===== config.mk =====
export PLATFORM = sky130hd
export DESIGN_NAME = rx_bd_seq
export DESIGN_NICKNAME = d
export VERILOG_FILES = /design/src/rtl/rxbd_pkg.sv /design/src/rtl/rxbd_cfg.sv /design/src/rtl/rxbd_dptr.sv /design/src/rtl/rxbd_ctl.sv /design/src/rtl/rx_bd_seq.sv
export SDC_FILE = /design/constraint.sdc
export NUM_CORES = 1
export LEC_CHECK = 0
export BUFFER_PORTS_ARGS = -buffer_cell sky130_fd_sc_hd__buf_2
export CAP_MARGIN = 25
export CORE_UTILIZATION = 30
export CTS_CLUSTER_DIAMETER = 30
export CTS_CLUSTER_SIZE = 30
export DETAILED_ROUTE_END_ITERATION = 7
export GPL_TIMING_DRIVEN = 0
export SETUP_SLACK_MARGIN = 0.2
export SLEW_MARGIN = 30
export SYNTH_ARGS = -nofsm -noshare
export SYNTH_HDL_FRONTEND = slang
export SYNTH_SLANG_ARGS = --single-unit

===== constraint.sdc =====
create_clock -name clk_i -period 2.95 [get_ports clk_i]
set_input_delay 0.295 -clock clk_i [delete_from_list [all_inputs] [get_ports clk_i]]
set_output_delay 0.295 -clock clk_i [all_outputs]
set_load 0.01 [all_outputs]

===== src/rtl/rxbd_pkg.sv =====
package rxbd_pkg;
  typedef enum logic [2:0] {
    ST_IDLE,
    ST_RD_STAT,
    ST_RD_PTR,
    ST_PTR_CAP,
    ST_FILL,
    ST_WB
  } seq_state_e;

  localparam int unsigned BIT_EMPTY  = 15;
  localparam int unsigned BIT_WRAP   = 13;
  localparam int unsigned BIT_LAST   = 11;
  localparam int unsigned BIT_ERR    = 1;
  localparam int unsigned DESC_BYTES = 8;
  localparam int unsigned PTR_OFFS   = 4;
endpackage


===== src/rtl/rxbd_cfg.sv =====
module rxbd_cfg #(
  parameter int unsigned AW = 16,
  parameter int unsigned LW = 16,
  parameter int unsigned CW = 16
) (
  input  logic          clk_i,
  input  logic          rst_ni,
  input  logic          cfg_we_i,
  input  logic          cfg_sel_i,
  input  logic [CW-1:0] cfg_wdata_i,
  input  logic          rx_en_i,
  input  logic          wide_char_i,
  output logic [AW-1:0] base_o,
  output logic [LW-1:0] mrblr_o,
  output logic          rx_on_o,
  output logic          cfg_err_o
);
  logic [AW-1:0] base_q;
  logic [LW-1:0] mrblr_q;
  logic          rx_on_q;
  logic          cfg_ok;

  assign cfg_ok = (base_q[2:0] == 3'b000) && (mrblr_q != '0) &&
                  !(wide_char_i && mrblr_q[0]);

  always_ff @(posedge clk_i or negedge rst_ni) begin
    if (!rst_ni) begin
      base_q  <= '0;
      mrblr_q <= '0;
      rx_on_q <= 1'b0;
    end else begin
      // base locked while running; length always taken, applied at next fetch
      if (cfg_we_i && !cfg_sel_i && !rx_on_q) base_q <= cfg_wdata_i[AW-1:0];
      if (cfg_we_i && cfg_sel_i) mrblr_q <= cfg_wdata_i[LW-1:0];
      rx_on_q <= rx_en_i && (rx_on_q || cfg_ok);
    end
  end

  assign base_o    = base_q;
  assign mrblr_o   = mrblr_q;
  assign rx_on_o   = rx_on_q;
  assign cfg_err_o = rx_en_i && !rx_on_q && !cfg_ok;
endmodule


===== src/rtl/rxbd_dptr.sv =====
module rxbd_dptr #(
  parameter int unsigned AW = 16,
  parameter int unsigned LW = 16
) (
  input  logic          clk_i,
  input  logic          rst_ni,
  input  logic          load_i,
  input  logic [AW-1:0] ptr_i,
  input  logic [LW-1:0] lim_i,
  input  logic          step_i,
  output logic [AW-1:0] ptr_o,
  output logic [LW-1:0] cnt_o,
  output logic [LW-1:0] lim_o,
  output logic          last_o
);
  logic [AW-1:0] ptr_q;
  logic [LW-1:0] cnt_q;
  logic [LW-1:0] lim_q;

  always_ff @(posedge clk_i or negedge rst_ni) begin
    if (!rst_ni) begin
      ptr_q <= '0;
      cnt_q <= '0;
      lim_q <= '0;
    end else if (load_i) begin
      ptr_q <= ptr_i;
      cnt_q <= '0;
      lim_q <= lim_i;
    end else if (step_i) begin
      ptr_q <= ptr_q + AW'(1);
      cnt_q <= cnt_q + LW'(1);
    end
  end

  // this step reaches the limit
  assign last_o = ({1'b0, cnt_q} + (LW+1)'(1)) == {1'b0, lim_q};
  assign ptr_o  = ptr_q;
  assign cnt_o  = cnt_q;
  assign lim_o  = lim_q;
endmodule


===== src/rtl/rxbd_ctl.sv =====
module rxbd_ctl
  import rxbd_pkg::*;
#(
  parameter int unsigned AW = 16,
  parameter int unsigned LW = 16
) (
  input  logic          clk_i,
  input  logic          rst_ni,
  input  logic          rx_on_i,
  input  logic [AW-1:0] base_i,
  input  logic [LW-1:0] mrblr_i,
  input  logic          byte_valid_i,
  input  logic [7:0]    byte_data_i,
  input  logic          byte_eof_i,
  input  logic          byte_err_i,
  output logic          byte_ready_o,
  output logic          mem_req_o,
  output logic          mem_we_o,
  output logic [AW-1:0] mem_addr_o,
  output logic [3:0]    mem_be_o,
  output logic [31:0]   mem_wdata_o,
  input  logic [31:0]   mem_rdata_i,
  output logic          busy_o,
  output logic          fill_o,
  output logic          dp_load_o,
  output logic [AW-1:0] dp_ptr_o,
  output logic [LW-1:0] dp_lim_o,
  output logic          dp_step_o,
  input  logic [AW-1:0] dp_ptr_i,
  input  logic [LW-1:0] dp_cnt_i,
  input  logic          dp_last_i
);
  seq_state_e    state_q, state_d;
  logic [AW-1:0] desc_q;
  logic [15:0]   stat_q;
  logic          busy_q;
  logic          eof_q, err_q;
  logic          take;
  logic          closing;
  logic [15:0]   stat_wb;

  assign take    = (state_q == ST_FILL) && byte_valid_i;
  assign closing = take && (byte_eof_i || byte_err_i || dp_last_i);

  always_comb begin
    stat_wb            = stat_q;
    stat_wb[BIT_EMPTY] = 1'b0;
    if (eof_q) stat_wb[BIT_LAST] = 1'b1;
    if (err_q) stat_wb[BIT_ERR]  = 1'b1;
  end

  always_comb begin
    state_d = state_q;
    unique case (state_q)
      ST_IDLE:    if (rx_on_i) state_d = ST_RD_STAT;
      ST_RD_STAT: state_d = ST_RD_PTR;
      ST_RD_PTR:  state_d = ST_PTR_CAP;
      ST_PTR_CAP: state_d = stat_q[BIT_EMPTY] ? ST_FILL : ST_RD_STAT;
      ST_FILL:    if (closing) state_d = ST_WB;
      ST_WB:      state_d = ST_RD_STAT;
      default:    state_d = ST_IDLE;
    endcase
    if (!rx_on_i) state_d = ST_IDLE;
  end

  always_ff @(posedge clk_i or negedge rst_ni) begin
    if (!rst_ni) begin
      state_q <= ST_IDLE;
      desc_q  <= '0;
      stat_q  <= '0;
      busy_q  <= 1'b0;
      eof_q   <= 1'b0;
      err_q   <= 1'b0;
    end else begin
      state_q <= state_d;
      if (!rx_on_i || state_q == ST_IDLE) begin
        desc_q <= base_i;
        busy_q <= 1'b0;
      end else begin
        if (state_q == ST_RD_PTR) stat_q <= mem_rdata_i[31:16];
        if (state_q == ST_PTR_CAP) busy_q <= !stat_q[BIT_EMPTY];
        if (closing) begin
          eof_q <= byte_eof_i;
          err_q <= byte_err_i;
        end
        if (state_q == ST_WB)
          desc_q <= stat_q[BIT_WRAP] ? base_i : desc_q + AW'(DESC_BYTES);
      end
    end
  end

  always_comb begin
    mem_req_o   = 1'b0;
    mem_we_o    = 1'b0;
    mem_addr_o  = desc_q;
    mem_be_o    = 4'h0;
    mem_wdata_o = '0;
    unique case (state_q)
      ST_RD_STAT: mem_req_o = 1'b1;
      ST_RD_PTR: begin
        mem_req_o  = 1'b1;
        mem_addr_o = desc_q + AW'(PTR_OFFS);
      end
      ST_FILL: if (byte_valid_i) begin
        mem_req_o   = 1'b1;
        mem_we_o    = 1'b1;
        mem_addr_o  = dp_ptr_i;
        mem_be_o    = 4'b1000 >> dp_ptr_i[1:0];
        mem_wdata_o = {4{byte_data_i}};
      end
      ST_WB: begin
        mem_req_o   = 1'b1;
        mem_we_o    = 1'b1;
        mem_be_o    = 4'hF;
        mem_wdata_o = {stat_wb, 16'(dp_cnt_i)};
      end
      default: ;
    endcase
  end

  assign byte_ready_o = (state_q == ST_FILL) || busy_q;
  assign busy_o       = busy_q;
  assign fill_o       = (state_q == ST_FILL);
  assign dp_load_o    = (state_q == ST_PTR_CAP) && stat_q[BIT_EMPTY];
  assign dp_ptr_o     = mem_rdata_i[AW-1:0];
  assign dp_lim_o     = mrblr_i;
  assign dp_step_o    = take;
endmodule


===== src/rtl/rx_bd_seq.sv =====
module rx_bd_seq #(
  parameter int unsigned AW = 16,
  parameter int unsigned LW = 16,
  parameter int unsigned CW = (AW > LW) ? AW : LW
) (
  input  logic          clk_i,
  input  logic          rst_ni,
  input  logic          cfg_we_i,
  input  logic          cfg_sel_i,
  input  logic [CW-1:0] cfg_wdata_i,
  input  logic          rx_en_i,
  input  logic          wide_char_i,
  input  logic          byte_valid_i,
  input  logic [7:0]    byte_data_i,
  input  logic          byte_eof_i,
  input  logic          byte_err_i,
  output logic          byte_ready_o,
  output logic          mem_req_o,
  output logic          mem_we_o,
  output logic [AW-1:0] mem_addr_o,
  output logic [3:0]    mem_be_o,
  output logic [31:0]   mem_wdata_o,
  input  logic [31:0]   mem_rdata_i,
  output logic          rx_on_o,
  output logic          busy_o,
  output logic          cfg_err_o
);
  logic [AW-1:0] base_q;
  logic [LW-1:0] mrblr_q;
  logic          rx_on;
  logic          in_fill;
  logic          dp_load, dp_step, dp_last;
  logic [AW-1:0] dp_ld_ptr, dp_ptr;
  logic [LW-1:0] dp_ld_lim, dp_cnt, dp_lim;

  rxbd_cfg #(.AW(AW), .LW(LW), .CW(CW)) cfg_i (
    .clk_i, .rst_ni, .cfg_we_i, .cfg_sel_i, .cfg_wdata_i, .rx_en_i, .wide_char_i,
    .base_o(base_q), .mrblr_o(mrblr_q), .rx_on_o(rx_on), .cfg_err_o(cfg_err_o)
  );

  rxbd_dptr #(.AW(AW), .LW(LW)) dptr_i (
    .clk_i, .rst_ni, .load_i(dp_load), .ptr_i(dp_ld_ptr), .lim_i(dp_ld_lim),
    .step_i(dp_step), .ptr_o(dp_ptr), .cnt_o(dp_cnt), .lim_o(dp_lim), .last_o(dp_last)
  );

  rxbd_ctl #(.AW(AW), .LW(LW)) ctl_i (
    .clk_i, .rst_ni, .rx_on_i(rx_on), .base_i(base_q), .mrblr_i(mrblr_q),
    .byte_valid_i, .byte_data_i, .byte_eof_i, .byte_err_i, .byte_ready_o,
    .mem_req_o, .mem_we_o, .mem_addr_o, .mem_be_o, .mem_wdata_o, .mem_rdata_i,
    .busy_o, .fill_o(in_fill),
    .dp_load_o(dp_load), .dp_ptr_o(dp_ld_ptr), .dp_lim_o(dp_ld_lim), .dp_step_o(dp_step),
    .dp_ptr_i(dp_ptr), .dp_cnt_i(dp_cnt), .dp_last_i(dp_last)
  );

  assign rx_on_o = rx_on;
endmodule


==> impl_metrics.env, run 1 <==
export IMPL_fin_crit_ns=2.75
export IMPL_grt_pass1_vias=5907
export IMPL_wire_per_inst_um=17.8
export IMPL_min_delay_path_class="in -> reg"
export IMPL_cp_common_cell="clkbuf_2"
export IMPL_sequentialPowerShare_pct=41.9
export IMPL_die_area_um2=23100
export IMPL_fillCellCount=2207
export IMPL_cts_inserted_buffers=17
export IMPL_fmax_ghz=0.364
export IMPL_cts_buffer_depth=2
export IMPL_ant_nets=0
export IMPL_synth_edff_count=0
export IMPL_path_clk_slew_ns=0.06
export IMPL_drt_iter0_drc=479
export IMPL_synth_xor_area_share_pct=4.15
export IMPL_setup_worst_path_end_class="primary output"
export IMPL_r2r_cells=8
export IMPL_synth_compound_area_share_pct=18.0
export IMPL_violations="DRC"
export IMPL_rrSetupSlack_ns=0.37
export IMPL_synth_mux_area_share_pct=8.49
export IMPL_hold_viol=0
export IMPL_start_util_pct=30.7
export IMPL_rows=54
export IMPL_skew_ns=0.00972
export IMPL_clk_latency_ns=0.42
export IMPL_synth_top_family_by_area="simple AND/OR/NAND/NOR gates"
export IMPL_syn_to_final_growth_pct=25.2
export IMPL_first_pass_iters=7
export IMPL_antenna_cells=0
export IMPL_dpl_hpwl_mm=15.6
export IMPL_p_comb_share_pct=14.8
export IMPL_peakVddDrop_v=0.000299
export IMPL_gr_total_overflow=0
export IMPL_period_share_pct=93.1
export IMPL_final_core_util_pct=38.5
export IMPL_ys_seq_area_share_pct=44.1
export IMPL_synth_seq_cells=119
export IMPL_async_reset_ff_share_pct=100
export IMPL_grt_pass1_wl_mm=33.8
export IMPL_cts_root_buf="clkbuf_16"
export IMPL_worstPathBufferInverterCount=4
export IMPL_core_area_um2=22000
export IMPL_avgViaCountPerCell=5.34
export IMPL_maxCapViolCount=0
export IMPL_routed_wl_mm=20.9
export IMPL_postSynthNetCount=804
export IMPL_grt_antenna_before_repair=1
export IMPL_dp_cells=1135
export IMPL_cts_tree="built"
export IMPL_critPathRequiredTime_ns=2.65
export IMPL_powerDensity_nw_per_um2=563
export IMPL_yosysWarningCount=0
export IMPL_grtUsageTotal_pct=18.6
export IMPL_io_pin_count=123
export IMPL_intPower_mw=3.43
export IMPL_synthFlopType="dfrtp_1"
export IMPL_r2r_end="ctl_i.desc_q[10]"
export IMPL_crit_start="ctl_i.state_q[0]"
export IMPL_drive_above_1_share_pct=29.3
export IMPL_worst_ep_arrival_time_ns=2.45
export IMPL_slew_headroom_pct=48.3
export IMPL_grt_max_degree=68
export IMPL_die_w_um=152
export IMPL_p_leak_nw=3.96
export IMPL_crit_path_start_kind="flop"
export IMPL_cp_cell_sequence="clkbuf_2 -> inv_1 -> and2_1 -> clkbuf_2 -> nand2_1 -> o311ai_1 -> buf_2"
export IMPL_synth_area_leaders="dfrtp_1 (44%), mux2_2 (8.3%), nand2_1 (7.0%)"
export IMPL_finalNetCount=950
export IMPL_yosysMostFrequentCell="nand2_1"
export IMPL_yosys_area_top_type_share_pct=44.1
export IMPL_cp_num_cells=7
export IMPL_ys_types=61
export IMPL_finalSetupTns_ns=0
export IMPL_syn_area_um2=6750
export IMPL_cp_max_fo=10
export IMPL_finalPower_mw=4.76
export IMPL_rsz0062_at_grt="yes"
export IMPL_p_sw_mw=1.34
export IMPL_synth_avg_cell_area_um2=9.22
export IMPL_worst_pin_slew_ns=0.769
export IMPL_dp_slack_ns=-0.0170
export IMPL_p_sw_share_pct=28.0
export IMPL_syn_inst=732
export IMPL_pwr_share_clk_pct=43.3
export IMPL_port_buffers=122
export IMPL_cp_endpoint="mem_addr_o[15]"
export IMPL_htree_num_levels=4
export IMPL_setup_ws_ns=0.203
export IMPL_path_delay_family="buffers and inverters"
export IMPL_vias=6254
export IMPL_dieHeight_um=152
export IMPL_path_class="reg -> out"
export IMPL_finalSetupViolCount=0
export IMPL_synthSimpleGateAreaFrac_pct=20.0
export IMPL_max_stage_delay_ns=0.44
export IMPL_gp_congestion=0.881
export IMPL_outcome="complete, but fails checks"
export IMPL_numClockSinks=119
export IMPL_yosys_area_top_type="dfrtp_1"
export IMPL_drc=22
export IMPL_synth_commonest_cells="nand2_1 (125), dfrtp_1 (119), o21ai_0 (77), mux2_2 (50), nor2_1 (45)"
export IMPL_slew_violations=0
export IMPL_synthAdderAreaFrac_pct=1.30
export IMPL_timing_rr_start="cfg_i.rx_on_o"
export IMPL_fin_cells=1171
export IMPL_cp_slowest_cell="o311ai_1"
==> power by group through the flow <==
stage | clock [mW] | combinational [mW] | sequential [mW]
after floorplan | 0 | 0.424 | 1.95
after global placement | 0 | 0.669 | 2.01
after detailed placement | 0 | 0.682 | 2.01
after CTS | 2.09 | 0.699 | 1.99
after global routing | 2.18 | 0.775 | 2.02
final | 2.06 | 0.704 | 2.00
==> flip-flops by register name, indices dropped and copies added, names as in the netlist <==
signal,cells
ctl_i.eof_q,1
ctl_i.state_q,3
ctl_i.stat_q,16
ctl_i.busy_o,1
cfg_i.base_o,16
dptr_i.ptr_o,16
ctl_i.desc_q,16
cfg_i.rx_on_o,1
dptr_i.lim_o,16
cfg_i.mrblr_o,16
ctl_i.err_q,1
dptr_i.cnt_o,16
==> kinds of logic after synthesis <==
logic type | Yosys count
flops | 119
mux | 51
xor+xnor | 32
compound gates | 187
buf+inv | 62
fa+ha+maj | 7
simple gates | 274
==> per-stage QoR <==
step | hold WS (ns) | area, µm²
2_1_floorplan | -0.000591 | 6750
3_3_place_gp | 0.483 | 7710
3_5_place_dp | 0.253 | 7750
4_1_cts | 0.0626 | 8390
5_1_grt | 0.0839 | 8450
6_report | 0.0687 | 8450
==> worst register-to-register path: cells and delay by family (launching register included) <==
family,cells,cell delay [ns]
flip-flops,1,0.34
buffers and inverters,3,1.21
AO/OA/AOI/OAI,3,0.51
AND/OR/NAND/NOR,2,0.36
==> cell type report <==
cell class	count	area (µm²)	share of cell area (%)
buffer	51	267	3.15
clock buffer	21	460	5.45
clock inverter	11	124	1.47
inverter	11	41.3	0.489
multi-input combinational	551	3550	42.0
sequential	119	2980	35.3
tap	280	350	4.15
timing repair buffer	127	681	8.05
==> repair_timing <==
action / CTS / global route
setup endpoints to repair: 47 / 37
pin swaps: 1 / 1
buffers inserted: 1 / 2
hold buffers: 1 / 0
gates resized for setup: 15 / 24
hold endpoints to repair: 52 / 0
==> placed cells by master (no fill, tap or decap), drive strengths merged, types with 15 or more instances in the layout <==
cell type / instances
a21oi: 29
a22o: 21
buf: 146
clkbuf: 52
dfrtp: 119
mux2: 50
nand2: 125
nand3: 23
nand4: 15
nor2: 45
o21ai: 77
xnor2: 20
==> per-layer routing <==
layer / track usage, % / wire [µm] / vias to the layer above
met5: 0 / 10 / -
met3: 3.76 / 1160 / 35
li1: - / - / 2946
met4: 6.27 / 472 / 2
met2: 27.7 / 9130 / 220
met1: 26.8 / 10100 / 3051
==> worst min path at each step <==
stage                startpoint          endpoint  slack [ns]  cells past startpoint
4_1_cts          mem_rdata_i[8]   dptr_i.ptr_o[8]        0.06                      3
6_report         mem_rdata_i[8]   dptr_i.ptr_o[8]        0.07                      3
5_1_grt          mem_rdata_i[9]   dptr_i.ptr_o[9]        0.08                      3
3_5_place_dp             rst_ni   dptr_i.lim_o[8]        0.25                      1
3_3_place_gp   ctl_i.stat_q[11]  ctl_i.stat_q[11]        0.48                      1
2_1_floorplan            rst_ni   cfg_i.base_o[0]     -0.0006                      0
Note: power is estimated with default switching activity, not from simulation.
==> run 2: changes to the inputs <==
--- a/config.mk
+++ b/config.mk
@@ -5,6 +5,7 @@
 export SDC_FILE = /design/constraint.sdc
 export NUM_CORES = 1
 export LEC_CHECK = 0
+export ABC_AREA = 1
 export BUFFER_PORTS_ARGS = -buffer_cell sky130_fd_sc_hd__buf_2
 export CAP_MARGIN = 25
 export CORE_UTILIZATION = 30
@@ -13,7 +14,6 @@
 export DETAILED_ROUTE_END_ITERATION = 7
 export GPL_TIMING_DRIVEN = 0
 export SETUP_SLACK_MARGIN = 0.2
-export SLEW_MARGIN = 30
 export SYNTH_ARGS = -nofsm -noshare
 export SYNTH_HDL_FRONTEND = slang
 export SYNTH_SLANG_ARGS = --single-unit
==> constraint.sdc (replaced) <==
create_clock -name clk_i -period 2.95 [get_ports clk_i]
set_input_delay 0.59 -clock clk_i [delete_from_list [all_inputs] [get_ports clk_i]]
set_output_delay 0.59 -clock clk_i [all_outputs]
set_load 0.01 [all_outputs]
==> run 2 against run 1 <==
The flow now finishes without violations. Total power increased by 27%. Highest routed layer is now met4. Critical path depth increased by 3. Largest power group is now sequential cells. Global-route usage increased by 0.19 points. Combinational power increased by 100%. Largest cell class unchanged. Count of clock-buffer cells in the layout unchanged. Design area increased by 2.5%. Area after synthesis increased by 1.3%. Via count increased by 4.2%.
==> impl_metrics.env, run 2 <==
export IMPL_outcome="complete, no violations"
export IMPL_yosys_area_top_type_share_pct=43.6
export IMPL_final_common_cell="nand2_1"
export IMPL_timing_rr_start="dptr_i.cnt_o[0]"
export IMPL_vias=6516
export IMPL_dpl_cell_area_um2=7830
export IMPL_synth_avg_cell_area_um2=7.70
export IMPL_dpl_hpwl_mm=16.2
export IMPL_period_share_pct=93.4
export IMPL_finalSetupViolCount=0
export IMPL_fmax_ghz=0.363
export IMPL_fin_crit_ns=2.75
export IMPL_worst_pin_slew_ns=0.600
export IMPL_max_stage_delay_ns=0.39
export IMPL_multi_input_area_um2=3400
export IMPL_core_area_um2=22100
export IMPL_postSynthNetCount=960
export IMPL_gp_congestion=0.892
export IMPL_powerDensity_nw_per_um2=698
export IMPL_yosysMostFrequentCell="nand2_1"
export IMPL_ys_types=44
export IMPL_r2r_end="ctl_i.eof_q"
export IMPL_dieHeight_um=153
export IMPL_rrSetupSlack_ns=0.81
export IMPL_peakVddDrop_v=0.000353
export IMPL_start_util_pct=30.9
export IMPL_gr_total_overflow=0
export IMPL_cts_buffer_depth=2
export IMPL_syn_area_um2=6840
export IMPL_rows=54
export IMPL_cts_root_buf="clkbuf_16"
export IMPL_finalNetCount=1117
export IMPL_skew_ns=0.0118
export IMPL_r2r_cells=16
export IMPL_die_area_um2=23400
export IMPL_grt_pass1_wl_mm=34.4
export IMPL_path_clk_slew_ns=0.06
export IMPL_grtUsageTotal_pct=18.8
export IMPL_p_leak_nw=4.21
export IMPL_cp_slowest_cell="dfrtp_1"
export IMPL_fillCellCount=2279
export IMPL_synthFlopType="dfrtp_1"
export IMPL_slew_violations=0
export IMPL_async_reset_ff_share_pct=100
export IMPL_cts_inserted_buffers=17
export IMPL_drc=0
export IMPL_grt_pass1_vias=6438
export IMPL_final_area_um2=8660
export IMPL_die_w_um=153
export IMPL_port_buffers=121
export IMPL_setup_worst_path_end_class="primary output"
export IMPL_critPathRequiredTime_ns=2.36
export IMPL_cp_common_cell="nor3_4"
export IMPL_worst_ep_arrival_time_ns=2.16
export IMPL_final_cell_mix="nand2_1 (244), buf_2 (122), dfrtp_1 (116)"
export IMPL_avgViaCountPerCell=4.87
export IMPL_regArea_um2=2980
export IMPL_ys_seq_area_share_pct=43.6
export IMPL_synth_area_leaders="dfrtp_1 (44%), nand2_1 (14%), o21ai_0 (8.0%)"
export IMPL_cts_tree="built"
export IMPL_syn_to_final_growth_pct=26.8
export IMPL_drive_above_1_share_pct=23.9
export IMPL_ant_nets=0
export IMPL_rsz0062_at_grt="yes"
export IMPL_crit_path_start_kind="flop"
export IMPL_htree_num_levels=4
export IMPL_numClockSinks=119
export IMPL_first_pass_iters=5
export IMPL_cp_max_fo=4
export IMPL_routed_wl_mm=21.3
export IMPL_syn_inst=888
export IMPL_path_class="reg -> out"
export IMPL_io_pin_count=123
export IMPL_yosysWarningCount=0
export IMPL_clk_latency_ns=0.43
export IMPL_drt_iter0_drc=461
export IMPL_hold_viol=0
export IMPL_synth_commonest_cells="nand2_1 (249), dfrtp_1 (119), o21ai_0 (109), inv_1 (99), nand3_1 (52)"
export IMPL_final_core_util_pct=39.2
export IMPL_min_delay_path_class="in -> async"
export IMPL_yosys_area_top_type="dfrtp_1"
export IMPL_slew_headroom_pct=60.0
export IMPL_grt_antenna_before_repair=0
export IMPL_grt_max_degree=97
export IMPL_wire_per_inst_um=15.9
export IMPL_cp_cell_sequence="ha_2 -> inv_2 -> nor3_4 -> nand2_2 -> nor3_4 -> buf_4 -> xor2_2 -> nand3_1 -> o211ai_1 -> buf_2"
export IMPL_synth_seq_cells=119
export IMPL_synth_edff_count=0
export IMPL_maxCapViolCount=0
export IMPL_antenna_cells=0
run 2: cell types whose count changed after synthesis, sizes merged, moves of 21 or more:
cell / before / now
nand3: 23 / 54
nand2: 125 / 258
mux2: 50 / 15
a22o: 21 / 0
o21ai: 77 / 113
inv: 11 / 104
run 2: metrics by stage:
stage	setup TNS [ns]	cells	total power [mW]	hold slack, ns	setup WS (ns)
after floorplan	0	888	3.31	0.294	0.663
after global placement	-40.90	1289	3.82	0.460	-0.357
after detailed placement	0	1290	3.86	0.461	0.000288
after CTS	0	1331	6.05	0.0270	0.0621
after global routing	0	1338	6.40	0.0355	0.0510
final	0	1338	6.05	0.0265	0.195
run 2: final cells by class:
class / count / share of cell area (%)
sequential: 119 / 34.4
clock buffer: 21 / 5.43
inverter: 105 / 4.62
timing repair buffer: 138 / 8.77
buffer: 30 / 1.92
tap: 280 / 4.04
clock inverter: 11 / 1.57
multi-input combinational: 634 / 39.2
run 2: report_power, final:
part           total, mW  leakage (nW)  internal, mW  switching [mW]
sequential          2.47          1.51          2.06           0.411
clock               2.15         0.292          1.33           0.822
combinational       1.43          2.41         0.608           0.820
run 2: timing repair:
action / CTS / global route
setup buffers: 9 / 7
gates resized for setup: 30 / 29
pin swaps: 5 / 6
hold buffers: 0 / 0
setup endpoints to repair: 51 / 50
run 2: kinds of logic (layout without fill, tap and decap cells):
logic type / after synthesis / count (layout) / synth area share (%)
buf+inv: 135 / 305 / 7.52
compound gates: 182 / 182 / 14.8
flops: 119 / 119 / 43.6
mux: 15 / 15 / 2.47
fa+ha+maj: 7 / 7 / 1.28
simple gates: 404 / 404 / 26.4
xor+xnor: 26 / 26 / 3.94
run 2: worst max-delay path by stage:
stage | slack, ns | cells after the start | startpoint | endpoint
floorplan | 0.66 | 7 | byte_valid_i | mem_addr_o[10]
global placement | -0.36 | 1 | rst_ni | cfg_i.base_o[13]
detailed placement | 0.0003 | 8 | byte_valid_i | mem_addr_o[3]
CTS | 0.06 | 10 | ctl_i.desc_q[4] | mem_addr_o[11]
global route | 0.05 | 12 | ctl_i.desc_q[4] | mem_addr_o[15]
finish | 0.20 | 10 | ctl_i.desc_q[4] | mem_addr_o[11]
run 2: critical path, delay by kind of cell, from the launching register on:
kind | cells | cell delay [ns]
and+or+nand+nor | 4 | 0.50
DFF | 1 | 0.39
buffers and inverters | 3 | 0.37
adders and majority gates | 1 | 0.21
xor gates and xnor gates | 1 | 0.17
AOI/OAI and AO/OA | 1 | 0.10
run 2: layer usage:
| metal | GRT usage (%) | wire length [µm] | vias to the layer above |
|---|---|---|---|
| met2 | 29.7 | 9780 | 186 |
| met3 | 3.52 | 878 | 42 |
| met4 | 6.78 | 481 | 0 |
| li1 | - | - | 3252 |
| met5 | 0 | 0 | - |
| met1 | 25.7 | 10100 | 3036 |
==> run 3: changes to the inputs <==
--- a/config.mk
+++ b/config.mk
@@ -8,11 +8,14 @@
 export ABC_AREA = 1
 export BUFFER_PORTS_ARGS = -buffer_cell sky130_fd_sc_hd__buf_2
 export CAP_MARGIN = 25
-export CORE_UTILIZATION = 30
+export CORE_ASPECT_RATIO = 1.1
+export CORE_UTILIZATION = 45
 export CTS_CLUSTER_DIAMETER = 30
 export CTS_CLUSTER_SIZE = 30
 export DETAILED_ROUTE_END_ITERATION = 7
 export GPL_TIMING_DRIVEN = 0
+export HOLD_SLACK_MARGIN = 0.05
+export PLACE_DENSITY = 0.67
 export SETUP_SLACK_MARGIN = 0.2
 export SYNTH_ARGS = -nofsm -noshare
 export SYNTH_HDL_FRONTEND = slang
==> run 3 against run 2 <==
Via count up 0.48%. Die area fell by 33%. Utilization is 19 points higher. Wire length fell by 6.2%. Critical path depth grew 1. Critical path type unchanged. Critical endpoint unchanged. Largest cell class unchanged. Largest power group unchanged.
==> impl_metrics.env, run 3 (synthesized netlist as in run 2, its figures left out) <==
export IMPL_worst_ep_arrival_time_ns=2.16
export IMPL_grt_pass1_vias=6164
export IMPL_fillCellCount=1399
export IMPL_path_class="reg -> out"
export IMPL_fmax_ghz=0.363
export IMPL_slew_headroom_pct=59.4
export IMPL_cp_cell_sequence="ha_4 -> inv_2 -> nor3_4 -> nand2_2 -> nor3_4 -> buf_4 -> buf_6 -> xor2_4 -> nand3_2 -> o211ai_1 -> buf_2"
export IMPL_io_pin_count=123
export IMPL_port_buffers=121
export IMPL_cp_slowest_cell="dfrtp_1"
export IMPL_hold_viol=0
export IMPL_finalSetupTns_ns=0
export IMPL_syn_to_final_growth_pct=25.4
export IMPL_powerDensity_nw_per_um2=712
export IMPL_critPathRequiredTime_ns=2.36
export IMPL_finalSetupViolCount=0
export IMPL_drive_above_1_share_pct=23.5
export IMPL_dieHeight_um=131
export IMPL_final_cell_mix="nand2_1 (246), buf_2 (124), dfrtp_1 (116)"
export IMPL_cp_common_cell="nor3_4"
export IMPL_peakVddDrop_v=0.000435
export IMPL_cp_max_fo=2
export IMPL_final_common_cell="nand2_1"
export IMPL_die_w_um=120
export IMPL_htree_num_levels=4
export IMPL_cts_buffer_depth=2
export IMPL_regArea_um2=2980
export IMPL_dpl_hpwl_mm=14.9
export IMPL_numClockSinks=119
export IMPL_rows=46
export IMPL_cts_root_buf="clkbuf_16"
export IMPL_rsz0062_at_grt="yes"
export IMPL_avgViaCountPerCell=5.24
export IMPL_clk_latency_ns=0.42
export IMPL_vias=6547
export IMPL_slew_violations=0
export IMPL_skew_ns=0.00622
export IMPL_dp_cells=1202
export IMPL_grt_antenna_before_repair=1
export IMPL_ant_nets=0
export IMPL_min_delay_path_class="in -> reg"
export IMPL_wire_per_inst_um=15.9
export IMPL_final_area_um2=8570
export IMPL_fin_cells=1250
export IMPL_core_area_um2=14600
export IMPL_gr_total_overflow=0
export IMPL_dpl_cell_area_um2=7710
export IMPL_drc=0
export IMPL_routed_wl_mm=19.9
export IMPL_cts_tree="built"
export IMPL_whs_ns=0.393
export IMPL_worst_pin_slew_ns=0.609
export IMPL_grt_max_degree=94
export IMPL_first_pass_iters=5
export IMPL_crit_path_start_kind="flop"
export IMPL_gp_congestion=0.872
export IMPL_path_clk_slew_ns=0.05
export IMPL_start_util_pct=46.8
export IMPL_finalPower_mw=6.10
export IMPL_outcome="complete, no violations"
export IMPL_maxCapViolCount=0
export IMPL_setup_worst_path_end_class="primary output"
export IMPL_period_share_pct=93.3
export IMPL_multi_input_area_um2=3420
export IMPL_fin_crit_ns=2.75
export IMPL_cts_inserted_buffers=17
export IMPL_die_area_um2=15700
export IMPL_drt_iter0_drc=434
export IMPL_max_stage_delay_ns=0.39
export IMPL_grtUsageTotal_pct=26.4
export IMPL_finalNetCount=1116
export IMPL_grt_pass1_wl_mm=32.1
export IMPL_p_leak_nw=4.22
==> run 3: cell count changes in the layout (fill, tap and decap cells not counted), moves of 3 or more <==
cell and delta:
inv_6 -3, o21ai_0 +8, clkinv_2 +4, o21ai_1 -9
==> run 3: worst paths after layout <==
path | start | end | slack [ns] | depth (start not counted)
worst max-delay path | ctl_i.desc_q[4] | mem_addr_o[11] | 0.20 | 11
worst min-delay path | mem_rdata_i[13] | dptr_i.ptr_o[13] | 0.39 | 3
worst max register to register | ctl_i.state_q[1] | ctl_i.desc_q[3] | 0.80 | 10
worst min register to register | ctl_i.err_q | ctl_i.err_q | 0.47 | 2
max in group asynchronous | rst_ni | dptr_i.cnt_o[9] | 1.59 | 3
min in group asynchronous | rst_ni | dptr_i.ptr_o[13] | 0.61 | 2
==> run 3: cell type report <==
class	count	share of cell area, %
Sequential cell	119	34.8
Buffer	30	1.75
Clock inverter	12	2.03
Inverter	105	4.60
Timing Repair Buffer	137	8.85
Multi-Input combinational cell	634	39.9
Tap cell	192	2.80
Antenna cell	1	0.0292
Clock buffer	20	5.21
==> run 3: metal layers <==
layer	routed length (µm)	global-route usage, %	vias to the layer above
met4	379	9.72	0
met3	895	4.12	30
met1	8990	35.8	3092
li1	-	-	3247
met5	0	0	-
met2	9660	42.5	178
==> run 3: stage by stage <==
stage	setup slack, ns	util (%)
after CTS	0.0835	57.8
final	0.198	58.6
after floorplan	0.663	-
after detailed placement	0.113	52.8
after global routing	0.0878	58.6
after global placement	-0.314	52.5
==> run 3: power by group <==
group	switching [mW]	internal, mW	total (mW)
clock	0.750	1.43	2.18
sequential	0.424	2.06	2.49
combinational	0.809	0.621	1.43
total	1.98	4.12	6.10
==> run 3: critical path, delay by kind of cell, from the launching register on <==
family	cells	cell delay, ns
xor gates and xnor gates	1	0.16
AOI/OAI and AO/OA	1	0.08
buffers and inverters	4	0.47
DFF	1	0.39
and+or+nand+nor	4	0.50
adders and majority gates	1	0.16
==> run 3: what timing repair did <==
action                                  4_1_cts  5_1_grt
hold buffers                                  1        0
buffers inserted                              9        5
hold endpoints to repair                     26        0
pin swaps                                     5        9
gates resized for setup                      18       28
endpoints found under the setup margin       50       49
